$ cat src/rtl/bankmap_pkg.sv
package bankmap_pkg;

  typedef enum logic [1:0] {
    SEL_BOUNDS = 2'd0,
    SEL_BANK   = 2'd1,
    SEL_UPPER  = 2'd2,
    SEL_NONE   = 2'd3
  } regSel_e;

  typedef enum logic [1:0] {
    AREA_LOW   = 2'd0,
    AREA_BANK  = 2'd1,
    AREA_UPPER = 2'd2
  } area_e;

  typedef struct packed {
    logic wrBounds;
    logic wrBank;
    logic wrUpper;
    logic rdBounds;
    logic rdBank;
    logic rdUpper;
  } regStrobe_t;

endpackage

$ cat src/rtl/bankmap_ctrl.sv
module bankmap_ctrl
  import bankmap_pkg::*;
(
  input  logic       wrEn,
  input  logic [1:0] regSel,
  output regStrobe_t strobe
);

  always_comb begin
    strobe = '0;
    unique case (regSel_e'(regSel))
      SEL_BOUNDS: begin strobe.rdBounds = 1'b1; strobe.wrBounds = wrEn; end
      SEL_BANK:   begin strobe.rdBank   = 1'b1; strobe.wrBank   = wrEn; end
      SEL_UPPER:  begin strobe.rdUpper  = 1'b1; strobe.wrUpper  = wrEn; end
      default:    ;
    endcase
  end

endmodule

$ cat src/rtl/bankmap_dp.sv
module bankmap_dp
  import bankmap_pkg::*;
#(
  parameter int LOG_W  = 16,
  parameter int OFF_W  = 12,
  parameter int DATA_W = 8,
  parameter logic [DATA_W-1:0] RST_BOUNDS = 8'hF0,
  localparam int PAGE_W = LOG_W - OFF_W,
  localparam int PHYS_W = DATA_W + OFF_W
) (
  input  logic              clk,
  input  logic              rstN,
  input  regStrobe_t        strobe,
  input  logic [DATA_W-1:0] wrData,
  output logic [DATA_W-1:0] rdData,
  input  logic [LOG_W-1:0]  logAddr,
  output logic [PHYS_W-1:0] physAddr,
  output logic [DATA_W-1:0] boundsQ,
  output logic [DATA_W-1:0] bankBaseQ,
  output logic [DATA_W-1:0] upperBaseQ
);

  logic [PAGE_W-1:0] page, bankStart, upperStart;
  logic [DATA_W-1:0] physHi;
  area_e             area;

  always_ff @(posedge clk or negedge rstN) begin
    if (!rstN) begin
      boundsQ    <= RST_BOUNDS;
      bankBaseQ  <= '0;
      upperBaseQ <= '0;
    end else begin
      if (strobe.wrBounds) boundsQ    <= wrData;
      if (strobe.wrBank)   bankBaseQ  <= wrData;
      if (strobe.wrUpper)  upperBaseQ <= wrData;
    end
  end

  always_comb begin
    rdData = '0;
    if (strobe.rdBounds) rdData = boundsQ;
    if (strobe.rdBank)   rdData = bankBaseQ;
    if (strobe.rdUpper)  rdData = upperBaseQ;
  end

  assign page       = logAddr[LOG_W-1 -: PAGE_W];
  assign bankStart  = boundsQ[PAGE_W-1:0];
  assign upperStart = boundsQ[2*PAGE_W-1 -: PAGE_W];

  always_comb begin
    if (page >= upperStart)     area = AREA_UPPER;
    else if (page >= bankStart) area = AREA_BANK;
    else                        area = AREA_LOW;
  end

  always_comb begin
    unique case (area)
      AREA_BANK:  physHi = DATA_W'(bankBaseQ  + DATA_W'(page));
      AREA_UPPER: physHi = DATA_W'(upperBaseQ + DATA_W'(page));
      default:    physHi = DATA_W'(page);
    endcase
  end

  assign physAddr = {physHi, logAddr[OFF_W-1:0]};

endmodule

$ cat src/rtl/bankmap_mmu.sv
module bankmap_mmu
  import bankmap_pkg::*;
#(
  parameter int LOG_W  = 16,
  parameter int OFF_W  = 12,
  parameter int DATA_W = 8,
  parameter logic [DATA_W-1:0] RST_BOUNDS = 8'hF0,
  localparam int PHYS_W = DATA_W + OFF_W
) (
  input  logic              clk,
  input  logic              rstN,
  input  logic              wrEn,
  input  logic [1:0]        regSel,
  input  logic [DATA_W-1:0] wrData,
  output logic [DATA_W-1:0] rdData,
  input  logic [LOG_W-1:0]  logAddr,
  output logic [PHYS_W-1:0] physAddr
);

  regStrobe_t        strobe;
  logic [DATA_W-1:0] boundsQ, bankBaseQ, upperBaseQ;

  bankmap_ctrl u_ctrl (
    .wrEn   (wrEn),
    .regSel (regSel),
    .strobe (strobe)
  );

  bankmap_dp #(
    .LOG_W(LOG_W), .OFF_W(OFF_W), .DATA_W(DATA_W), .RST_BOUNDS(RST_BOUNDS)
  ) u_dp (
    .clk        (clk),
    .rstN       (rstN),
    .strobe     (strobe),
    .wrData     (wrData),
    .rdData     (rdData),
    .logAddr    (logAddr),
    .physAddr   (physAddr),
    .boundsQ    (boundsQ),
    .bankBaseQ  (bankBaseQ),
    .upperBaseQ (upperBaseQ)
  );

endmodule

$ cat config.mk
export PLATFORM = sky130hd
export DESIGN_NAME = bankmap_mmu
export DESIGN_NICKNAME = d
export VERILOG_FILES = /design/src/rtl/bankmap_pkg.sv /design/src/rtl/bankmap_ctrl.sv /design/src/rtl/bankmap_dp.sv /design/src/rtl/bankmap_mmu.sv
export SDC_FILE = /design/constraint.sdc
export NUM_CORES = 1
export LEC_CHECK = 0
export BUFFER_PORTS_ARGS = -buffer_cell sky130_fd_sc_hd__buf_2
export CORE_ASPECT_RATIO = 0.6
export CORE_MARGIN = 2
export CORE_UTILIZATION = 55
export DETAILED_ROUTE_END_ITERATION = 16
export PLACE_DENSITY = 0.85
export SYNTH_ARGS = -nofsm -noshare
export SYNTH_HDL_FRONTEND = slang
export SYNTH_SLANG_ARGS = --single-unit
$ cat constraint.sdc
create_clock -name clk -period 10.76 [get_ports clk]
set_clock_uncertainty 0.05 [all_clocks]
set_input_delay 2.152 -clock clk [delete_from_list [all_inputs] [get_ports clk]]
set_output_delay 2.152 -clock clk [all_outputs]
set_load 0.02 [all_outputs]
### After elaboration in Yosys (flattened, before gate mapping)

Index checks and enable logic that the tools add are counted.

* add/subtract/negate cells: 2
* magnitude comparators: 2
* eq/ne operators: 4
* mux-type cells: 12
* reductions and logical operators: 1

Operators with widths (number)
* $mux W8: 3
* $add A8 B4 Y8: 2
* $pmux W8 S2: 1
* $ge A4 B4 Y1: 2
* $mux W1: 7
* $eq A2 B1 Y1 const B: 2
* $eq A2 B2 Y1 const B: 2
* $logic_not A2 Y1: 1
* $mux W2: 1

* register bits: 24
* input port bits: 29
* output and inout bits: 28
* logic and storage cells: 24

### Longest topological paths before layout

* depth in word-level cells: 5
* gate-level depth with buffers: 12
* depth with buffers taken out: 11

### By module

Synthesis repeated with hierarchy kept, for this count alone.

* cell total of the unflattened synthesis: 182
* area total of the unflattened synthesis: 1803.0 um^2

Modules (own cells, without submodules)
* bankmap_dp: times used 1, cells each 176, area each 1761.7 um^2, seq. area each 605.6 um^2
* bankmap_ctrl: times used 1, cells each 6, area each 41.3 um^2, seq. area each 0.0 um^2

### Least setup slack after synthesis

OpenSTA, ideal clock, no wires.

* path kind: input to output
* start point: input port logAddr[15]
* end point: output port physAddr[18]
* arrival time: 4.861 ns
* required time: 8.558 ns
* setup slack: 3.697 ns
* cell stages on the path: 11
* buffers on the path: 1
* path through: ha_1 -> o211ai_2 -> o21ai_2 -> buf_6 -> mux2_2 -> ha_1 -> fa_1 -> a21o_1 -> a21oi_1 -> nor3_1 -> nor3_1

* word-level cells in the longest chain between the ends: 5
* elaborated cells between the ends (all ways): 9
* classes of those cells: add/sub: 2; order compare: 2; eq/ne: 2; mux: 3

Ends and longest elaborated chain
* start, declared: line bankmap_mmu.sv:16 `input logic [LOG_W-1:0] logAddr,`
* $ge A4 B4 Y1: line bankmap_dp.sv:52 `else if (page >= bankStart) area = AREA_BANK;`
* $mux W1: line bankmap_dp.sv:52
* $mux W2: line bankmap_dp.sv:51 `if (page >= upperStart) area = AREA_UPPER;`
* $eq A2 B2 Y1 or $eq A2 B1 Y1 (tied branches): line bankmap_dp.sv:57 `unique case (area)`
* $pmux W8 S2 *: line bankmap_dp.sv:57
* end, declared: line bankmap_mmu.sv:17 `output logic [PHYS_W-1:0] physAddr`

Mark *: on every way between the ends. The rest lies on a longest branch, timed or not.

### Worst setup path in the final report

Ends and elaborated chain as after synthesis.

==> flow_results.xml <==
<?xml version="1.0" encoding="UTF-8"?>
<metrics>
  <group name="outcome">
    <metric name="run_status" unit="">completed</metric>
  </group>
  <group name="setup_path">
    <metric name="critical_path.reg2reg.startpoint" unit="">u_dp.upperBaseQ[4]</metric>
    <metric name="critical_path.cell_chain" unit="">buf_2, ha_1, o211ai_2, o21ai_2, mux2_2, ha_1, fa_1, a21o_1, a21oi_1, nor3_1, nor3_1, buf_2</metric>
    <metric name="crit_fanout" unit="">11</metric>
    <metric name="start_kind" unit="">primary input</metric>
    <metric name="worst-endpoint-arrival" unit="ns">5.42</metric>
    <metric name="crit_required" unit="ns">8.56</metric>
    <metric name="critPathKind" unit="">in -&gt; out</metric>
    <metric name="largest_stage_delay_worst_path" unit="ns">0.62</metric>
    <metric name="critPathSlowestCell" unit="">sky130_fd_sc_hd__o21ai_2</metric>
    <metric name="endpoint_kind" unit="">primary output</metric>
    <metric name="worstSetupStartpoint" unit="">logAddr[15]</metric>
  </group>
  <group name="finish">
    <metric name="layout.cells.non_filler" unit="">233</metric>
    <metric name="antenna_cells_inserted" unit="">0</metric>
    <metric name="layout_common_cells" unit="">32 x sky130_fd_sc_hd__buf_2, 23 x sky130_fd_sc_hd__mux2_2, 21 x sky130_fd_sc_hd__nand2_1</metric>
    <metric name="mostFrequentLayoutCell" unit="">sky130_fd_sc_hd__buf_2</metric>
    <metric name="area.growth.synth_to_final" unit="%">8.27</metric>
    <metric name="layout-drive-gt1-share" unit="">0.372</metric>
    <metric name="finalNetCount" unit="">234</metric>
  </group>
  <group name="detailed_routing">
    <metric name="vias" unit="">1290</metric>
    <metric name="detail-route-antenna-nets" unit="">0</metric>
    <metric name="postRouteWirelength" unit="µm">3870</metric>
    <metric name="route.detailed.wl_per_inst" unit="µm">16.6</metric>
    <metric name="drt_pre_antenna_iters" unit="">4</metric>
    <metric name="first_iter_violations" unit="">52</metric>
    <metric name="drc_errors" unit="">0</metric>
    <metric name="route.detailed.vias_per_inst" unit="">5.54</metric>
  </group>
  <group name="clock_network">
    <metric name="worstSkewPairLatency" unit="ns">0.26</metric>
    <metric name="cts_sinks" unit="">24</metric>
    <metric name="number_of_resized_instances_in_the_post_cts_repair_step" unit="">0</metric>
    <metric name="post_cts_hold_buffer_count" unit="">0</metric>
    <metric name="clockRootBuffer" unit="">sky130_fd_sc_hd__clkbuf_8</metric>
    <metric name="cts.repair_timing.setup_buffer_count" unit="">0</metric>
    <metric name="clock_buffer_depth" unit="">2</metric>
    <metric name="cts.reportedPaths.clkPinSlew" unit="ns">0.08</metric>
    <metric name="cts_buf_count" unit="">3</metric>
    <metric name="h-tree-depth" unit="">1</metric>
    <metric name="tritoncts" unit="">done</metric>
  </group>
  <group name="sta">
    <metric name="setup_viol" unit="">0</metric>
    <metric name="worst_slack" unit="ns">3.14</metric>
    <metric name="setup_total_negative_slack" unit="ns">0</metric>
    <metric name="unrepaired_setup_endpoints_after_global_routing" unit="">no</metric>
    <metric name="timing.slew.headroom" unit="">0.488</metric>
    <metric name="maxClockFrequency" unit="MHz">131</metric>
    <metric name="max_slew.worst_pin.slew" unit="ns">0.768</metric>
    <metric name="final.min_clock_period" unit="ns">7.62</metric>
    <metric name="maxSlewViolCount" unit="">0</metric>
    <metric name="finalHoldViolations" unit="">0</metric>
    <metric name="post-route-period-util" unit="">0.708</metric>
  </group>
  <group name="die">
    <metric name="row_count" unit="">15</metric>
    <metric name="start_util" unit="">0.598</metric>
    <metric name="design.core.area" unit="µm²">2980</metric>
    <metric name="ios" unit="">57</metric>
    <metric name="die_x" unit="µm">77.6</metric>
    <metric name="die_h" unit="µm">48.1</metric>
    <metric name="floorplan.die_area" unit="µm²">3730</metric>
  </group>
  <group name="logic_synthesis">
    <metric name="synth-warning-count" unit="">0</metric>
    <metric name="synth_seq_cells" unit="">24</metric>
    <metric name="synth_simple_gate_area_share" unit="">0.0995</metric>
    <metric name="share_of_the_yosys_chip_area_belonging_to_registers" unit="">0.339</metric>
    <metric name="yosys.area.top_type" unit="">sky130_fd_sc_hd__dfrtp_1</metric>
    <metric name="post_synth_mux_area_share" unit="">0.235</metric>
    <metric name="synth-adder-area-share" unit="">0.0953</metric>
    <metric name="mean_instance_size_in_the_synthesized_netlist" unit="µm²">10.4</metric>
    <metric name="yosys-top-cells-area" unit="">sky130_fd_sc_hd__dfrtp_1 28%, sky130_fd_sc_hd__mux2_2 15%, sky130_fd_sc_hd__ha_1 8.4%, sky130_fd_sc_hd__mux2i_1 7.3%, sky130_fd_sc_hd__dfstp_2 5.9%</metric>
    <metric name="synth-compound-area-share" unit="">0.129</metric>
    <metric name="yosys.cell_types.count" unit="">34</metric>
    <metric name="syn-instance-count" unit="">171</metric>
    <metric name="netlist.area_leader.share" unit="">0.280</metric>
    <metric name="fraction_of_synthesized_cell_area_in_xor_and_xnor_cells" unit="">0.0196</metric>
    <metric name="syn_nets" unit="">213</metric>
    <metric name="mappedNetlistArea" unit="µm²">1790</metric>
    <metric name="synth_top_family_by_area" unit="">multiplexers</metric>
  </group>
  <group name="power">
    <metric name="peakVddDrop" unit="µV">101</metric>
    <metric name="power_per_cell_area" unit="nW/µm²">186</metric>
    <metric name="power.static_leakage" unit="nW">0.919</metric>
  </group>
  <group name="job">
    <metric name="max_cap_violations" unit="">0</metric>
  </group>
  <group name="placed_design">
    <metric name="dp_cells" unit="">229</metric>
    <metric name="gp_congestion" unit="">0.893</metric>
    <metric name="io_buffer_count" unit="">32</metric>
    <metric name="pre_cts_ws" unit="ns">3.16</metric>
    <metric name="detailedPlacementHpwl" unit="µm">3060</metric>
  </group>
  <group name="global_routing">
    <metric name="overflow" unit="">0</metric>
    <metric name="grt_util_all_layers" unit="">0.226</metric>
    <metric name="grt_pass1_vias" unit="">1302</metric>
    <metric name="grt_max_degree" unit="">25</metric>
    <metric name="wire_length_of_the_first_global_routing_pass" unit="µm">6200</metric>
    <metric name="antenna_violations_before_repair" unit="">0</metric>
  </group>
  <group name="min_path">
    <metric name="min-delay-path-class" unit="">reg -&gt; reg</metric>
    <metric name="worst_hold_startpoint" unit="">u_dp.boundsQ[5]</metric>
  </group>
</metrics>
## where the power goes
part,internal [W],switching (W)
registers,0.000109,0.0000149
logic,0.0000804,0.000102
clock network,0.0000265,0.0000278
## Yosys cell counts
cell / number
sky130_fd_sc_hd__nor2_1: 3
sky130_fd_sc_hd__a211o_1: 2
sky130_fd_sc_hd__nand3_1: 1
sky130_fd_sc_hd__a21o_1: 3
sky130_fd_sc_hd__mux2i_1: 13
sky130_fd_sc_hd__o21ai_2: 1
sky130_fd_sc_hd__inv_1: 8
sky130_fd_sc_hd__mux2_4: 2
sky130_fd_sc_hd__buf_2: 1
sky130_fd_sc_hd__dfstp_2: 4
sky130_fd_sc_hd__o211a_1: 1
sky130_fd_sc_hd__a21oi_4: 1
sky130_fd_sc_hd__nor4_4: 1
sky130_fd_sc_hd__o21ai_0: 16
sky130_fd_sc_hd__nor3b_1: 1
sky130_fd_sc_hd__nand3b_1: 1
sky130_fd_sc_hd__nand2_1: 21
sky130_fd_sc_hd__o211ai_2: 1
sky130_fd_sc_hd__nor3_1: 3
sky130_fd_sc_hd__buf_6: 1
sky130_fd_sc_hd__xor2_1: 2
sky130_fd_sc_hd__nand2b_1: 1
sky130_fd_sc_hd__clkbuf_1: 3
sky130_fd_sc_hd__xnor2_1: 2
sky130_fd_sc_hd__nor3b_4: 1
sky130_fd_sc_hd__ha_1: 12
sky130_fd_sc_hd__a211oi_4: 1
sky130_fd_sc_hd__dfrtp_1: 20
sky130_fd_sc_hd__fa_1: 1
sky130_fd_sc_hd__mux2_2: 23
sky130_fd_sc_hd__buf_4: 12
sky130_fd_sc_hd__a21oi_1: 4
sky130_fd_sc_hd__o21a_1: 3
sky130_fd_sc_hd__nor2b_1: 1
## final timing paths
path	end	slack [ns]	cells after the start
hold reg to reg	u_dp.boundsQ[5]	0.47	2
min in group asynchronous	u_dp.upperBaseQ[5]	1.80	1
hold / removal	u_dp.boundsQ[5]	0.47	2
setup reg to reg	u_dp.upperBaseQ[4]	9.84	1
setup / recovery	physAddr[18]	3.14	12
max in group asynchronous	u_dp.boundsQ[4]	8.48	1
## stage by stage
step / area (µm²) / util / total power (W) / hold WS [ns]
floorplan: 1790 / - / 0.000265 / 0.436
global placement: 1890 / 0.633 / 0.000299 / 0.460
detailed placement: 1890 / 0.633 / 0.000308 / 0.456
CTS: 1930 / 0.648 / 0.000362 / 0.469
global route: 1930 / 0.648 / 0.000383 / 0.505
finish: 1930 / 0.648 / 0.000360 / 0.470
## sequential cells by signal (all words and copies together), names as in the netlist
signal	cells
u_dp.boundsQ	8
u_dp.upperBaseQ	8
u_dp.bankBaseQ	8
## logic make-up (layout without fill, tap and decap cells)
| kind of cell | after synthesis | in the layout |
|---|---|---|
| adder cells (fa/ha/maj) | 13 | 13 |
| flip-flops | 24 | 24 |
| AO/OA/AOI/OAI | 33 | 33 |
| buffers and inverters | 25 | 45 |
| AND/OR/NAND/NOR | 34 | 34 |
| multiplexers | 38 | 38 |
| XOR/XNOR | 4 | 4 |
## layout make-up
class | count | area (µm²)
inverters | 8 | 30.0
well taps | 42 | 52.6
repair buffers | 33 | 168
fillers | 232 | 1050
multi-input cells | 122 | 1030
flip-flops and latches | 24 | 606
clock buffers | 4 | 45.0
## routing by layer
| layer | part of all wire | GRT usage | vias to the layer above |
|---|---|---|---|
| met4 | 0.021 | 0.0893 | 0 |
| met2 | 0.46 | 0.414 | 47 |
| met1 | 0.45 | 0.276 | 601 |
| met5 | 0 | 0 | - |
| met3 | 0.062 | 0.0500 | 11 |
| li1 | - | - | 631 |
## critical path, delay by kind of cell
kind | cells | cell delay, ns
AOI/OAI and AO/OA | 4 | 1.24
adders and majority gates | 3 | 1.01
and+or+nand+nor | 2 | 0.27
buffers and inverters | 2 | 0.32
muxes | 1 | 0.42
No activity file was read; power rests on OpenSTA's default activity.
